**config.mk**
```make
export PLATFORM = sky130hd
export DESIGN_NAME = clkctl_feed_regs
export DESIGN_NICKNAME = d
export VERILOG_FILES = /design/src/rtl/clkctl_pkg.sv /design/src/rtl/clkctl_key_chk.sv /design/src/rtl/clkctl_active_regs.sv /design/src/rtl/clkctl_feed_regs.sv
export SDC_FILE = /design/constraint.sdc
export NUM_CORES = 1
export LEC_CHECK = 0
export BUFFER_PORTS_ARGS = -buffer_cell sky130_fd_sc_hd__buf_2
export CAP_MARGIN = 10
export CORE_UTILIZATION = 44
export DETAILED_ROUTE_END_ITERATION = 8
export PLACE_DENSITY = 0.8
export SETUP_SLACK_MARGIN = 0.2
export SLEW_MARGIN = 25
export SYNTH_ARGS = -nofsm -noshare
export SYNTH_HDL_FRONTEND = slang
export SYNTH_SLANG_ARGS = --single-unit
```
**constraint.sdc**
```tcl
create_clock -name clk -period 2.2 [get_ports clk]
set_input_delay 0.55 -clock clk [delete_from_list [all_inputs] [get_ports clk]]
set_output_delay 0.55 -clock clk [all_outputs]
set_load 0.02 [all_outputs]
```
**src/rtl/clkctl_pkg.sv**
```systemverilog
package clkctl_pkg;

  typedef enum logic [1:0] {
    A_CTL  = 2'd0,
    A_CFG  = 2'd1,
    A_KEY  = 2'd2,
    A_STAT = 2'd3
  } reg_addr_e;

  localparam logic [7:0] KEY_FIRST  = 8'hAA;
  localparam logic [7:0] KEY_SECOND = 8'h55;

  localparam int CFG_DIV_LSB  = 16;
  localparam int STAT_MUL_LSB = 8;
  localparam int STAT_DIV_LSB = 16;

  typedef enum logic {KS_IDLE, KS_ARMED} key_state_e;

  // connect is granted only on top of an already running, locked PLL
  function automatic logic conn_grant(input logic req_conn, input logic req_en,
                                      input logic cur_en, input logic lock);
    return req_conn & req_en & cur_en & lock;
  endfunction

endpackage

```
**src/rtl/clkctl_key_chk.sv**
```systemverilog
module clkctl_key_chk
  import clkctl_pkg::*;
(
  input  logic       clk,
  input  logic       rst_n,
  input  logic       access,
  input  logic       key_wr,
  input  logic [7:0] key_val,
  output logic       commit,
  output logic       armed
);

  key_state_e state, state_nxt;

  always_comb begin
    state_nxt = state;
    commit    = 1'b0;
    if (access) begin
      if (state == KS_ARMED && key_wr && key_val == KEY_SECOND) begin
        commit    = 1'b1;
        state_nxt = KS_IDLE;
      end else if (state == KS_IDLE && key_wr && key_val == KEY_FIRST) begin
        state_nxt = KS_ARMED;
      end else begin
        state_nxt = KS_IDLE;
      end
    end
  end

  always_ff @(posedge clk) begin
    if (!rst_n) state <= KS_IDLE;
    else        state <= state_nxt;
  end

  assign armed = (state == KS_ARMED);

  AST_COMMIT_ONLY_ARMED: assert property (@(posedge clk) disable iff (!rst_n)
    commit |-> armed);

  AST_KEY_ABORT: assert property (@(posedge clk) disable iff (!rst_n)
    (armed && access && !commit) |=> !armed);

  AST_IDLE_HOLDS: assert property (@(posedge clk) disable iff (!rst_n)
    (armed && !access) |=> armed);

endmodule

```
**src/rtl/clkctl_active_regs.sv**
```systemverilog
module clkctl_active_regs
  import clkctl_pkg::*;
#(
  parameter int MUL_W = 8,
  parameter int DIV_W = 5
) (
  input  logic             clk,
  input  logic             rst_n,
  input  logic             commit,
  input  logic             pd,
  input  logic             lock,
  input  logic             stg_en,
  input  logic             stg_conn,
  input  logic [MUL_W-1:0] stg_mul,
  input  logic [DIV_W-1:0] stg_div,
  output logic             act_en,
  output logic             act_conn,
  output logic [MUL_W-1:0] act_mul,
  output logic [DIV_W-1:0] act_div
);

  always_ff @(posedge clk) begin
    if (!rst_n) begin
      act_en   <= 1'b0;
      act_conn <= 1'b0;
      act_mul  <= '0;
      act_div  <= '0;
    end else begin
      if (commit) begin
        act_mul  <= stg_mul;
        act_div  <= stg_div;
        act_en   <= stg_en;
        act_conn <= conn_grant(stg_conn, stg_en, act_en, lock);
      end
      if (pd) begin
        act_en   <= 1'b0;
        act_conn <= 1'b0;
      end
    end
  end

  AST_LIVE_NEEDS_COMMIT: assert property (@(posedge clk) disable iff (!rst_n)
    !$stable({act_en, act_conn, act_mul, act_div}) |-> ($past(commit) || $past(pd)));

  AST_CONN_NEEDS_EN: assert property (@(posedge clk) disable iff (!rst_n)
    act_conn |-> act_en);

  AST_CONN_RISE_LOCKED: assert property (@(posedge clk) disable iff (!rst_n)
    $rose(act_conn) |-> ($past(lock) && $past(act_en)));

  AST_PD_FORCES_OFF: assert property (@(posedge clk) disable iff (!rst_n)
    pd |=> (!act_en && !act_conn));

endmodule

```
**src/rtl/clkctl_feed_regs.sv**
```systemverilog
module clkctl_feed_regs
  import clkctl_pkg::*;
#(
  parameter int MUL_W = 8,   // 1..8
  parameter int DIV_W = 5    // 1..8
) (
  input  logic             clk,
  input  logic             rst_n,
  input  logic             bus_sel,
  input  logic             bus_wr,
  input  logic [1:0]       bus_addr,
  input  logic [31:0]      bus_wdata,
  output logic [31:0]      bus_rdata,
  input  logic             pll_lock,
  input  logic             pwr_down,
  output logic             pll_en,
  output logic             pll_conn,
  output logic [MUL_W-1:0] pll_mul,
  output logic [DIV_W-1:0] pll_div
);

  localparam int CFG_DIV_MSB = CFG_DIV_LSB + DIV_W - 1;

  logic             stg_en, stg_conn;
  logic [MUL_W-1:0] stg_mul;
  logic [DIV_W-1:0] stg_div;
  logic             act_en, act_conn;
  logic [MUL_W-1:0] act_mul;
  logic [DIV_W-1:0] act_div;
  logic             commit, armed;
  logic             wr_ctl, wr_cfg, wr_key;
  logic             unused_wdata;

  assign unused_wdata = ^bus_wdata;

  assign wr_ctl = bus_sel & bus_wr & (bus_addr == A_CTL);
  assign wr_cfg = bus_sel & bus_wr & (bus_addr == A_CFG);
  assign wr_key = bus_wr & (bus_addr == A_KEY);

  always_ff @(posedge clk) begin
    if (!rst_n) begin
      stg_en   <= 1'b0;
      stg_conn <= 1'b0;
      stg_mul  <= '0;
      stg_div  <= '0;
    end else begin
      if (wr_ctl) begin
        stg_en   <= bus_wdata[0];
        stg_conn <= bus_wdata[1];
      end
      if (wr_cfg) begin
        stg_mul <= bus_wdata[MUL_W-1:0];
        stg_div <= bus_wdata[CFG_DIV_MSB:CFG_DIV_LSB];
      end
    end
  end

  clkctl_key_chk u_key (
    .clk     (clk),
    .rst_n   (rst_n),
    .access  (bus_sel),
    .key_wr  (wr_key),
    .key_val (bus_wdata[7:0]),
    .commit  (commit),
    .armed   (armed)
  );

  clkctl_active_regs #(.MUL_W(MUL_W), .DIV_W(DIV_W)) u_act (
    .clk      (clk),
    .rst_n    (rst_n),
    .commit   (commit),
    .pd       (pwr_down),
    .lock     (pll_lock),
    .stg_en   (stg_en),
    .stg_conn (stg_conn),
    .stg_mul  (stg_mul),
    .stg_div  (stg_div),
    .act_en   (act_en),
    .act_conn (act_conn),
    .act_mul  (act_mul),
    .act_div  (act_div)
  );

  assign pll_en   = act_en   & ~pwr_down;
  assign pll_conn = act_conn & ~pwr_down;
  assign pll_mul  = act_mul;
  assign pll_div  = act_div;

  always_comb begin
    bus_rdata = '0;
    unique case (bus_addr)
      A_CTL: begin
        bus_rdata[0] = stg_en;
        bus_rdata[1] = stg_conn;
      end
      A_CFG: begin
        bus_rdata[MUL_W-1:0]               = stg_mul;
        bus_rdata[CFG_DIV_MSB:CFG_DIV_LSB] = stg_div;
      end
      A_KEY: bus_rdata = '0;
      A_STAT: begin
        bus_rdata[0]                    = act_en;
        bus_rdata[1]                    = act_conn;
        bus_rdata[2]                    = pll_lock;
        bus_rdata[STAT_MUL_LSB +: MUL_W] = act_mul;
        bus_rdata[STAT_DIV_LSB +: DIV_W] = act_div;
      end
      default: bus_rdata = '0;
    endcase
  end

  AST_STAGE_NOT_LIVE: assert property (@(posedge clk) disable iff (!rst_n)
    ((wr_ctl || wr_cfg) && !pwr_down) |=> $stable({pll_en, pll_conn, pll_mul, pll_div}));

endmodule

```
# == Word level (Yosys, flattened, before mapping) ==
# Index checks and enable logic that the tools add are counted.
# word_totals
register_bits,31
word_cells,41
inputBits,40
out_inout_bits,47
# classes
muxes,9
eq_ne,5
bitwise,12
reduce_logical,6
# ops
cell,count
5-bit case mux with 2 select lines,1
1-bit bitwise AND,9
"8-bit by 7-bit equality test with 1-bit output, second input constant",1
"8-bit equality test, second input constant",1
8-bit 2-to-1 mux,1
2-bit case mux with 4 select lines,1
5-bit 2-to-1 mux,1
"2-bit equality test, second input constant",2
1-bit logical AND,4
1-bit 2-to-1 mux,4
1-bit NOT,3
"2-bit by 1-bit equality test with 1-bit output, second input constant",1
2-bit zero test,1
1-bit case mux with 2 select lines,1
2-bit OR reduction,1

# == Depth between registers and ports, before layout ==
# Gate-level depths: netlist of run 1.
# depth
depth_word,6
ltp_mapped,5
mapped_depth_nobuf,3

# == By module ==
# Synthesis of run 1 repeated with hierarchy kept, for this count alone.
# unflattened
cells_unflattened,176
hier_area_um2,1671.6
# by_module_without_submodules
mod,area_each_um2,instances,seq_area_each_um2,cells_per_inst
clkctl_feed_regs,967.2,1,300.3,116
clkctl_active_regs,599.3,1,300.3,50
clkctl_key_chk,105.1,1,20.0,10

# == Least setup slack after synthesis of run 1 ==
# Ideal clock, no wire load.
# synth_path
kind,input to register
start,in bus_wdata[1]
end,reg u_act.act_conn
t_required_ps,2128
setup_ps,72
path_stages,4
path_slack_ps,176
arrival_time_ps,1952
path_buffers,1
path_cell_list,or4b_4 -> nor4_4 -> buf_6 -> mux2i_1
# synth_between
elab_chain_cells,4
# synth_rtl
element,line_no,text
from (decl),clkctl_feed_regs.sv:12,"input logic [31:0] bus_wdata,"
8-bit by 7-bit equality test with 1-bit output,clkctl_key_chk.sv:19,if (state == KS_ARMED && key_wr && key_val == KEY_SECOND) begin
1-bit logical AND,clkctl_key_chk.sv:19,
1-bit 2-to-1 mux,clkctl_key_chk.sv:19,
1-bit 2-to-1 mux,clkctl_key_chk.sv:18,if (access) begin
to (signal assigned),clkctl_active_regs.sv:33,"act_conn <= conn_grant(stg_conn, stg_en, act_en, lock);"
to (decl),clkctl_active_regs.sv:17,"output logic act_conn,"
# Every way passes these cells.
# A chain may end at the register's enable or synchronous reset.

# == Final worst setup path of run 1 ==
# layout_path
start,in bus_addr[0]
end,out bus_rdata[7]
# layout_between
elab_chain_cells,2
# layout_rtl
element,line_no,text
from (decl),clkctl_feed_regs.sv:11,"input logic [1:0] bus_addr,"
2-bit by 1-bit equality test with 1-bit output,clkctl_feed_regs.sv:91,unique case (bus_addr)
5-bit 2-to-1 mux,clkctl_feed_regs.sv:91,
to (decl),clkctl_feed_regs.sv:13,"output logic [31:0] bus_rdata,"
# Every way passes these cells.

==> results of run 1 <==
-- Yosys cell counts (all sizes together) (2+ instances only) --
master	number	area, µm²
a21boi	13	97.6
and2	5	31.3
and3	8	50.1
buf	14	101
clkbuf	9	33.8
dfxtp	31	621
mux2i	25	250
nand2	56	210
nand3	3	15.0
nand4b	2	17.5
nor2b	12	75.1
nor4bb	2	20.0
o21ai	3	15.0
-- power groups by stage --
| stage | combinational, W | sequential (W) | clock, W |
|---|---|---|---|
| finish | 0.000108 | 0.000571 | 0.000484 |
| global route | 0.000119 | 0.000572 | 0.000525 |
| CTS | 0.000107 | 0.000571 | 0.000499 |
| detailed placement | 0.000106 | 0.000584 | 0 |
| global placement | 0.000104 | 0.000584 | 0 |
| floorplan | 0.0000836 | 0.000583 | 0 |
-- routing by layer --
metal,vias up,wire length [µm],GRT usage
met5,-,0,0
met4,0,41,0.0610
met3,4,162,0.0547
met2,44,1580,0.281
met1,647,1630,0.235
li1,725,-,-
-- flip-flops by register name, summed over array words and instances (netlist names), 5 cells and up --
signal,flops
stg_mul,8
u_act.act_mul,8
stg_div,5
u_act.act_div,5
-- through the flow --
| step | instances | setup WS, ns | total power [W] |
|---|---|---|---|
| after floorplan | 202 | 0.293 | 0.000666 |
| after global placement | 284 | 0.188 | 0.000688 |
| after global routing | 292 | 0.235 | 0.00122 |
| final | 292 | 0.299 | 0.00116 |
| after CTS | 292 | 0.237 | 0.00118 |
| after detailed placement | 284 | 0.172 | 0.000690 |
-- area by class of cell --
class / count / area (µm²) / area share
well taps: 46 / 57.6 / 0.0286
clock buffers: 8 / 100 / 0.0498
repair buffers: 59 / 318 / 0.158
flip-flops and latches: 31 / 621 / 0.309
multi-input cells: 148 / 913 / 0.455
-- what timing repair did --
item / 4_1_cts / 5_1_grt
hold buffers: 0 / 0
gates resized for setup: 1 / 2
endpoints found under the setup margin: 5 / 8
pin swaps: 0 / 0
-- logic make-up (layout without fill, tap and decap cells) --
group,Yosys count,in the layout,synth area share
compound gates,16,16,0.0693
buf+inv,23,67,0.0832
flops,31,31,0.382
mux,25,25,0.154
other cells,1,11,0.00231
simple gates,96,96,0.309
-- critical path, delay by kind of cell --
kind | cells | cell delay (ns)
AND/OR/NAND/NOR | 2 | 0.39
buffers and inverters | 2 | 0.41
-- worst paths after layout --
kind / startpoint / endpoint / slack, ns / depth (start not counted)
max reg2reg: u_key.armed$_SDFFE_PN0P_ / u_act.act_conn$_SDFFE_PP0P_ / 0.92 / 4
max: bus_addr[0] / bus_rdata[7] / 0.30 / 4
min: stg_mul[5]$_SDFFE_PN0P_ / stg_mul[5]$_SDFFE_PN0P_ / 0.46 / 2
min reg2reg: stg_mul[5]$_SDFFE_PN0P_ / stg_mul[5]$_SDFFE_PN0P_ / 0.46 / 2
==> flow_metrics.tcl, run 1 <==
set metrics [dict create \
    status "complete, no violations" \
    timing.setup.critical_path_class "in2out" \
    clockPowerShare 0.416 \
    critPathRequiredTime_ns 1.65 \
    comb_power_share 0.093 \
    synth.yosys.seq_area_share 0.382 \
    total_leakage_power_nw 0.903 \
    finalHoldWorstSlack_ns 0.463 \
    route.detailed.drc 0 \
    final_setup_violation_count 0 \
    post_synth_instance_area_um2 1620 \
    mostFrequentLayoutCell "sky130_fd_sc_hd__nand2_1" \
    worst_path_max_delay_cell "sky130_fd_sc_hd__buf_2" \
    clock.fmax_ghz 0.526 \
    drv_cap 0 \
    first_pass_iters 4 \
    route.vias.total 1420 \
    synth_ff_type "sky130_fd_sc_hd__dfxtp_1" \
    rsz_0062_raised_after_global_routing "false" \
    maxSlewViolCount 0 \
    quantity_of_i_o_buffers_inserted_on_ports 56 \
    clock-skew-final_ns 0.00359 \
    share_of_final_layout_standard_cells_stronger_than_drive_strength_1 0.280 \
    diodes 0 \
    drt_wirelength_mm 3.42 \
    detailed_place_hpwl_mm 2.37 \
    hold_path_class "reg2reg" \
    fp.coreArea_um2 3440 \
    vdd_ir_drop_max_mv 0.435 \
    critPathLaunchType "primary input" \
    drt-vias-per-instance 4.86 \
    critPathArrivalTime_ns 1.35 \
    worst_pin_slew_ns 0.587 \
    gpl.final_weighted_congestion 0.803 \
    synth-edff-count 0 \
    grt_max_degree 40 \
    layout_worst_path_cycle_share 0.864 \
    switchingPower_w 0.000273 \
    cellInternalPower_w 0.000891 \
    cts_num_sinks 31 \
    antenna_violations_before_repair 0 \
    fin_area_um2 2010 \
    num-fill-cells 343 \
    power-per-cell-area_nw_per_um2 579 \
    setup-tns-final_ns 0 \
    initial_core_util 0.472 \
    gr-total-overflow 0 \
    hold_viol_final 0 \
    critPathMostFrequentCell "sky130_fd_sc_hd__buf_2" \
    syn_avg_cell_area_um2 8.46 \
    die_width_um 62.8 \
    root_buffer "sky130_fd_sc_hd__clkbuf_8" \
    cts_inserted_buffers 5 \
    cts_buffer_depth 2 \
    floorplan.die_area_um2 3940 \
    final_nets 285 \
    layout.core_utilization 0.584 \
    largest_driver_fanout_on_the_critical_path 14 \
    dieHeight_um 62.8 \
    final_cell_mix "sky130_fd_sc_hd__nand2_1 (56), sky130_fd_sc_hd__buf_2 (55), sky130_fd_sc_hd__dfxtp_1 (31), sky130_fd_sc_hd__mux2i_1 (25), sky130_fd_sc_hd__a21boi_1 (13)" \
    tritoncts "done" \
    async_flop_share 0 \
    postSynthCellCount 192 \
    io_pins 87 \
    switching_share 0.235 \
    synth.distinct_cells 24 \
    layout-area-overhead-vs-synth_pct 23.7 \
    first_global_vias 1223 \
    global_route_wire_length_before_repair_mm 5.60 \
    drt.antenna.violating_nets 0 \
    relative_contribution_of_sequential_cells_to_total_power 0.491 \
    layout_min_cycle_time_ns 1.90 \
    clkLatencyLatePin_ns 0.28 \
    critical_path.max_stage_delay_ns 0.25 \
    worst_slew_margin_rel 0.607 \
    clk_pin_slew_ns 0.06 \
    fp-row-count 21 \
    h_tree_levels 2 \
    post_cts.repair.setup_buffers 0 \
    ys_warn_count 0 \
    critical_path.cell_chain "buf_2 -> nor2b_4 -> and2_1 -> buf_2" \
    wl_per_cell_um 11.7 \
    detailedRoute.firstIterationViolations 64 \
    groute.usage.overall 0.180 \
    ys_ff_latch 31 \
    postPlaceCellArea_um2 1900 \
    endpoint_kind "output pin" \
]
Power figures use the tool's default switching activity.
==> run 2, diff against run 1 <==
--- a/config.mk
+++ b/config.mk
@@ -5,11 +5,13 @@
 export SDC_FILE = /design/constraint.sdc
 export NUM_CORES = 1
 export LEC_CHECK = 0
+export ABC_CLOCK_PERIOD_IN_PS = 2200
 export BUFFER_PORTS_ARGS = -buffer_cell sky130_fd_sc_hd__buf_2
 export CAP_MARGIN = 10
-export CORE_UTILIZATION = 44
+export CORE_UTILIZATION = 45
+export CTS_BUF_LIST = sky130_fd_sc_hd__clkbuf_4
 export DETAILED_ROUTE_END_ITERATION = 8
-export PLACE_DENSITY = 0.8
+export PLACE_DENSITY = 0.81
 export SETUP_SLACK_MARGIN = 0.2
 export SLEW_MARGIN = 25
 export SYNTH_ARGS = -nofsm -noshare
==> run 2 against run 1 <==
Compared with the run above: setup slack lost 0.025 ns; clock skew rose by 0.0046 ns; sequential cell count did not move; hold slack got worse by 0.015 ns; via count is 1.5% lower; die area decreased by 2.2%; register-to-register slack about the same; design area shrank 3.0%; critical path depth did not move; utilization down 0.87 points; global-route usage grew 0.91 points; non-clock buffer count up 2.
==> flow_metrics.tcl, run 2 (synthesis results as in run 1) <==
set metrics [dict create \
    diodes 0 \
    critPathRequiredTime_ns 1.65 \
    clk_pin_slew_ns 0.09 \
    floorplan.die_area_um2 3850 \
    worst_slew_margin_rel 0.602 \
    cts_buffer_depth 2 \
    critPathArrivalTime_ns 1.38 \
    root_buffer "sky130_fd_sc_hd__clkbuf_4" \
    drv_cap 0 \
    die_width_um 62.1 \
    switching_share 0.262 \
    final_nets 287 \
    reg_top3 "stg_mul (8), u_act.act_mul (8)" \
    timing.setup.critical_path_class "in2out" \
    power-per-cell-area_nw_per_um2 508 \
    relative_contribution_of_sequential_cells_to_total_power 0.577 \
    switchingPower_w 0.000259 \
    tritoncts "done" \
    comb_power_share 0.108 \
    gr-total-overflow 0 \
    cellInternalPower_w 0.000731 \
    route.detailed.drc 0 \
    wl_per_cell_um 11.6 \
    placed_cells_incl_taps 286 \
    route.vias.total 1398 \
    setup-tns-final_ns 0 \
    groute.usage.overall 0.189 \
    layout_worst_path_cycle_share 0.875 \
    fin_area_um2 1950 \
    quantity_of_i_o_buffers_inserted_on_ports 56 \
    finalHoldWorstSlack_ns 0.449 \
    drt.antenna.violating_nets 0 \
    fp.coreArea_um2 3390 \
    clock.fmax_ghz 0.519 \
    cts_num_sinks 31 \
    initial_core_util 0.479 \
    antenna_violations_before_repair 0 \
    hold_path_class "in2reg" \
    first_pass_iters 5 \
    clock-skew-final_ns 0.00815 \
    io_pins 87 \
    first_global_vias 1140 \
    final_cell_mix "sky130_fd_sc_hd__nand2_1 (56), sky130_fd_sc_hd__buf_2 (56), sky130_fd_sc_hd__dfxtp_1 (31), sky130_fd_sc_hd__mux2i_1 (25), sky130_fd_sc_hd__a21boi_1 (13)" \
    endpoint_kind "output pin" \
    drt_wirelength_mm 3.40 \
    layout_min_cycle_time_ns 1.93 \
    layout-area-overhead-vs-synth_pct 20.0 \
    global_route_wire_length_before_repair_mm 5.13 \
    gpl.final_weighted_congestion 0.770 \
    dieHeight_um 62.1 \
    postPlaceCellArea_um2 1900 \
    maxSlewViolCount 0 \
    critPathLaunchType "primary input" \
    clkLatencyLatePin_ns 0.34 \
    h_tree_levels 2 \
    rsz_0062_raised_after_global_routing "true" \
    fp-row-count 21 \
    clockPowerShare 0.315 \
    drt-vias-per-instance 4.79 \
    largest_driver_fanout_on_the_critical_path 23 \
    detailed_place_hpwl_mm 2.46 \
    cts.hold.buffers_added 0 \
    worst_pin_slew_ns 0.593 \
    hold_viol_final 0 \
    cts_inserted_buffers 5 \
    vdd_ir_drop_max_mv 0.309 \
    share_of_final_layout_standard_cells_stronger_than_drive_strength_1 0.285 \
    detailedRoute.firstIterationViolations 41 \
    final_setup_violation_count 0 \
    status "complete, no violations" \
    total_leakage_power_nw 0.882 \
    post_cts.repair.setup_buffers 0 \
    finish.cell_count_without_fillers 292 \
    grt_max_degree 38 \
]
run 2: area by class of cell:
type | instances | area (µm²)
multi-input combinational | 148 | 908
tap | 46 | 57.6
clock buffer | 6 | 45.0
fill | 338 | 1440
timing repair buffer | 61 | 318
sequential | 31 | 621
run 2: timing repair:
action	in CTS	in global routing
endpoints found under the hold margin	0	0
endpoints found under the setup margin	0	5
resized for setup	0	1
run 2: critical path, cell delays in order:
cell	delay, ns
sky130_fd_sc_hd__buf_2	0.37
sky130_fd_sc_hd__nor2b_2	0.12
sky130_fd_sc_hd__and2_1	0.18
sky130_fd_sc_hd__buf_2	0.15
run 2: path summary, 6_finish.rpt:
kind                                  from                            end  slack (ns)  cells after the start
hold / removal               bus_wdata[17]        stg_div[1]$_SDFFE_PN0P_        0.45                      3
hold reg to reg    stg_mul[4]$_SDFFE_PN0P_        stg_mul[4]$_SDFFE_PN0P_        0.47                      2
setup reg to reg  u_key.armed$_SDFFE_PN0P_  u_act.act_mul[3]$_SDFFE_PN0P_        0.91                      4
setup / recovery               bus_addr[1]                   bus_rdata[6]        0.27                      4
run 2: through the flow:
step | setup WS, ns | power, W | util
2_1_floorplan | 0.293 | 0.000666 | -
3_3_place_gp | 0.224 | 0.000689 | 0.561
3_5_place_dp | 0.219 | 0.000690 | 0.561
4_1_cts | 0.216 | 0.000999 | 0.574
5_1_grt | 0.196 | 0.00104 | 0.575
6_report | 0.274 | 0.000990 | 0.575
run 2: power by group through the flow:
stage / logic, W / clock network, W / registers [W]
floorplan: 0.0000836 / 0 / 0.000583
global placement: 0.000106 / 0 / 0.000583
detailed placement: 0.000107 / 0 / 0.000584
CTS: 0.000107 / 0.000322 / 0.000571
global route: 0.000119 / 0.000351 / 0.000572
finish: 0.000107 / 0.000312 / 0.000571
run 2: per-layer routing:
metal,routed length (µm),vias up,track usage
met2,1590,46,0.293
met1,1580,622,0.238
met4,33,0,0.0794
li1,-,726,-
met5,0,-,0
met3,196,4,0.0683
==> run 3, diff against run 2 <==
--- a/config.mk
+++ b/config.mk
@@ -16,4 +16,5 @@
 export SLEW_MARGIN = 25
 export SYNTH_ARGS = -nofsm -noshare
 export SYNTH_HDL_FRONTEND = slang
+export SYNTH_HIERARCHICAL = 1
 export SYNTH_SLANG_ARGS = --single-unit
==> run 3 against run 2 <==
Compared with the run above: global-route usage up 0.24 points; sequential power about the same; fmax is 0.28% higher; clock skew increased by 0.0031 ns; die area rose by 2.8%; design area is 3.1% higher; sequential share of layout area shrank 0.95 points; total power rose by 1.1%; non-clock buffer count is 2 higher; combinational power rose by 7%; hold slack got worse by 0.011 ns; clock-buffer cell count stayed put; largest cell class unchanged; largest power group unchanged; highest routed layer unchanged.
==> flow_metrics.tcl, run 3 <==
set metrics [dict create \
    drt.antenna.violating_nets 0 \
    clock.fmax_ghz 0.521 \
    cts_inserted_buffers 5 \
    layout_min_cycle_time_ns 1.92 \
    met2_usage 0.300 \
    synthXorXnorAreaFrac 0 \
    dieHeight_um 63.0 \
    power-per-cell-area_nw_per_um2 498 \
    synth_top_cells_by_area "sky130_fd_sc_hd__dfxtp_1 (37%), sky130_fd_sc_hd__mux2i_1 (22%), sky130_fd_sc_hd__nor2b_1 (8.2%), sky130_fd_sc_hd__nand2_1 (6.3%), sky130_fd_sc_hd__buf_4 (4.9%)" \
    io_pins 87 \
    critical_path_buf_inv_count 3 \
    clkLatencyLatePin_ns 0.32 \
    die_width_um 63.0 \
    layout-area-overhead-vs-synth_pct 20.2 \
    vdd_ir_drop_max_mv 0.319 \
    gpl.final_weighted_congestion 0.709 \
    share_of_final_layout_standard_cells_stronger_than_drive_strength_1 0.316 \
    switchingPower_w 0.000260 \
    tritoncts "done" \
    switching_share 0.259 \
    groute.usage.overall 0.192 \
    total_leakage_power_nw 0.918 \
    root_buffer "sky130_fd_sc_hd__clkbuf_4" \
    detailedRoute.firstIterationViolations 74 \
    drt-vias-per-instance 4.96 \
    route.vias.total 1389 \
    drv_cap 0 \
    gr-total-overflow 0 \
    cts_buffer_depth 2 \
    post_synth_instance_area_um2 1670 \
    initial_core_util 0.486 \
    crit_cells 5 \
    hold_viol_final 0 \
    p_total_w 0.00100 \
    critical_path.cell_chain "buf_2 -> buf_6 -> mux2i_1 -> o21ai_0 -> buf_2" \
    fin_area_um2 2010 \
    synth_compound_area_frac 0.0165 \
    maxSlewViolCount 0 \
    route.detailed.drc 0 \
    clock-skew-final_ns 0.0112 \
    synth.most_common_cell "sky130_fd_sc_hd__mux2i_1" \
    endpoint_kind "output pin" \
    min_path_cells 2 \
    cellInternalPower_w 0.000741 \
    fp.coreArea_um2 3440 \
    muxShareOfSynthArea 0.222 \
    post_cts.repair.setup_buffers 0 \
    largest_driver_fanout_on_the_critical_path 14 \
    cts_num_sinks 31 \
    setup-tns-final_ns 0 \
    layout.core_utilization 0.584 \
    grt.met3_usage 0.0620 \
    postSynthCellCount 176 \
    layout_worst_path_cycle_share 0.873 \
    detailed_place_hpwl_mm 2.48 \
    final_nets 273 \
    synth_top_family_by_area "simple AND/OR/NAND/NOR gates" \
    antenna_violations_before_repair 0 \
    rsz_0062_raised_after_global_routing "false" \
    synth.top_cell.area_share 0.371 \
    wl_per_cell_um 12.6 \
    reg_top3 "stg_mul (8), u_act/act_mul (8)" \
    h_tree_levels 2 \
    status "complete, no violations" \
    layer_carrying_the_most_global_route_usage "met2" \
    crit_family "buffers and inverters" \
    grt_max_degree 46 \
    globalRouteMet1Util 0.247 \
    critical_path.max_stage_delay_ns 0.20 \
    yosys.area_share.adder 0 \
    clockPowerShare 0.315 \
    cts.hold.buffers_added 0 \
    post-synth-top-area-cell "sky130_fd_sc_hd__dfxtp_1" \
    mostFrequentLayoutCell "sky130_fd_sc_hd__buf_2" \
    synth.yosys.seq_area_share 0.371 \
    cts_resized 0 \
    timing.setup.critical_path_class "in2out" \
    final_cell_mix "sky130_fd_sc_hd__buf_2 (55), sky130_fd_sc_hd__mux2i_1 (37), sky130_fd_sc_hd__dfxtp_1 (31), sky130_fd_sc_hd__nand2_1 (28), sky130_fd_sc_hd__nor2b_1 (21)" \
    critPathMostFrequentCell "sky130_fd_sc_hd__buf_2" \
    synth_commonest_cells "sky130_fd_sc_hd__mux2i_1 (37), sky130_fd_sc_hd__dfxtp_1 (31), sky130_fd_sc_hd__nand2_1 (28)" \
    synth.distinct_cells 26 \
    critPathRequiredTime_ns 1.65 \
    async_flop_share 0 \
    first_pass_iters 4 \
    clk_pin_slew_ns 0.09 \
    hold_path_class "in2reg" \
    floorplan.die_area_um2 3960 \
    postPlaceCellArea_um2 1940 \
    synth_ff_type "sky130_fd_sc_hd__dfxtp_1" \
    worst_path_max_delay_cell "sky130_fd_sc_hd__buf_2" \
    ys_warn_count 6 \
    critPathLaunchType "primary input" \
    synth_simple_gate_area_frac 0.284 \
    critPathArrivalTime_ns 1.37 \
    ys_ff_latch 31 \
    comb_power_share 0.114 \
    finalHoldWorstSlack_ns 0.438 \
    global_route_wire_length_before_repair_mm 5.87 \
    first_global_vias 1210 \
    worst_r2r_path_depth 5 \
    synth-edff-count 0 \
    fp-row-count 21 \
    drt_wirelength_mm 3.52 \
    final_setup_violation_count 0 \
    relative_contribution_of_sequential_cells_to_total_power 0.571 \
    syn_avg_cell_area_um2 9.50 \
    diodes 0 \
    quantity_of_i_o_buffers_inserted_on_ports 56 \
]
## run 3: cell count changes in the layout (fill, tap and decap cells not counted), moves of 2 or more
cell                        previous run  this run
sky130_fd_sc_hd__a21boi_1             13         0
sky130_fd_sc_hd__nand2_1              56        28
sky130_fd_sc_hd__nand4bb_1             0         2
sky130_fd_sc_hd__mux2i_1              25        37
sky130_fd_sc_hd__nor2b_1              11        21
sky130_fd_sc_hd__buf_6                 0         2
sky130_fd_sc_hd__o21ai_1               3         0
sky130_fd_sc_hd__o21ai_0               0         3
sky130_fd_sc_hd__clkinv_1              0         2
sky130_fd_sc_hd__nand3b_1              1         3
sky130_fd_sc_hd__nor4bb_1              2         0
## run 3: kinds of logic after synthesis
group                  count (synthesis)
AO/OA/AOI/OAI                          4
AND/OR/NAND/NOR                       80
flip-flops                            31
multiplexers                          37
other                                  1
buffers and inverters                 23
## run 3: per-stage QoR
stage / instances / setup WS, ns
after detailed placement: 272 / 0.100
final: 280 / 0.280
after global placement: 272 / 0.120
after floorplan: 186 / 0.259
after CTS: 280 / 0.204
after global routing: 280 / 0.216
## run 3: final timing paths
kind | from | to | slack (ns)
max reg2reg | u_key/armed$_SDFFE_PN0P_ | u_act/act_en$_SDFFE_PP0P_ | 0.86
min reg2reg | stg_div[3]$_SDFFE_PN0P_ | stg_div[3]$_SDFFE_PN0P_ | 0.48
min | pwr_down | u_act/act_en$_SDFFE_PP0P_ | 0.44
max | bus_addr[0] | bus_rdata[0] | 0.28
## run 3: worst reg2reg max path: stages (launching register included)
cell and delay (ns):
sky130_fd_sc_hd__dfxtp_1 0.35, sky130_fd_sc_hd__nand4_1 0.15, sky130_fd_sc_hd__nor3_4 0.25, sky130_fd_sc_hd__buf_12 0.19
sky130_fd_sc_hd__mux2i_1 0.23, sky130_fd_sc_hd__nor3b_2 0.06
## run 3: power groups by stage
stage          clock network (W)  registers [W]  logic [W]
6_report                0.000315       0.000571   0.000114
5_1_grt                 0.000361       0.000572   0.000125
4_1_cts                 0.000326       0.000571   0.000111
3_5_place_dp                   0       0.000584   0.000110
3_3_place_gp                   0       0.000584   0.000110
2_1_floorplan                  0       0.000583  0.0000873
## run 3: final cells by class
class	count	area, µm²
clock inverter	2	7.51
fill	320	1430
sequential	31	621
clock buffer	6	45.0
multi-input combinational	132	923
tap	46	57.6
timing repair buffer	63	355
## run 3: layer usage
layer,vias up,wire [µm]
met3,5,194
met1,647,1680
met4,0,39
met5,-,0
li1,691,-
met2,46,1600
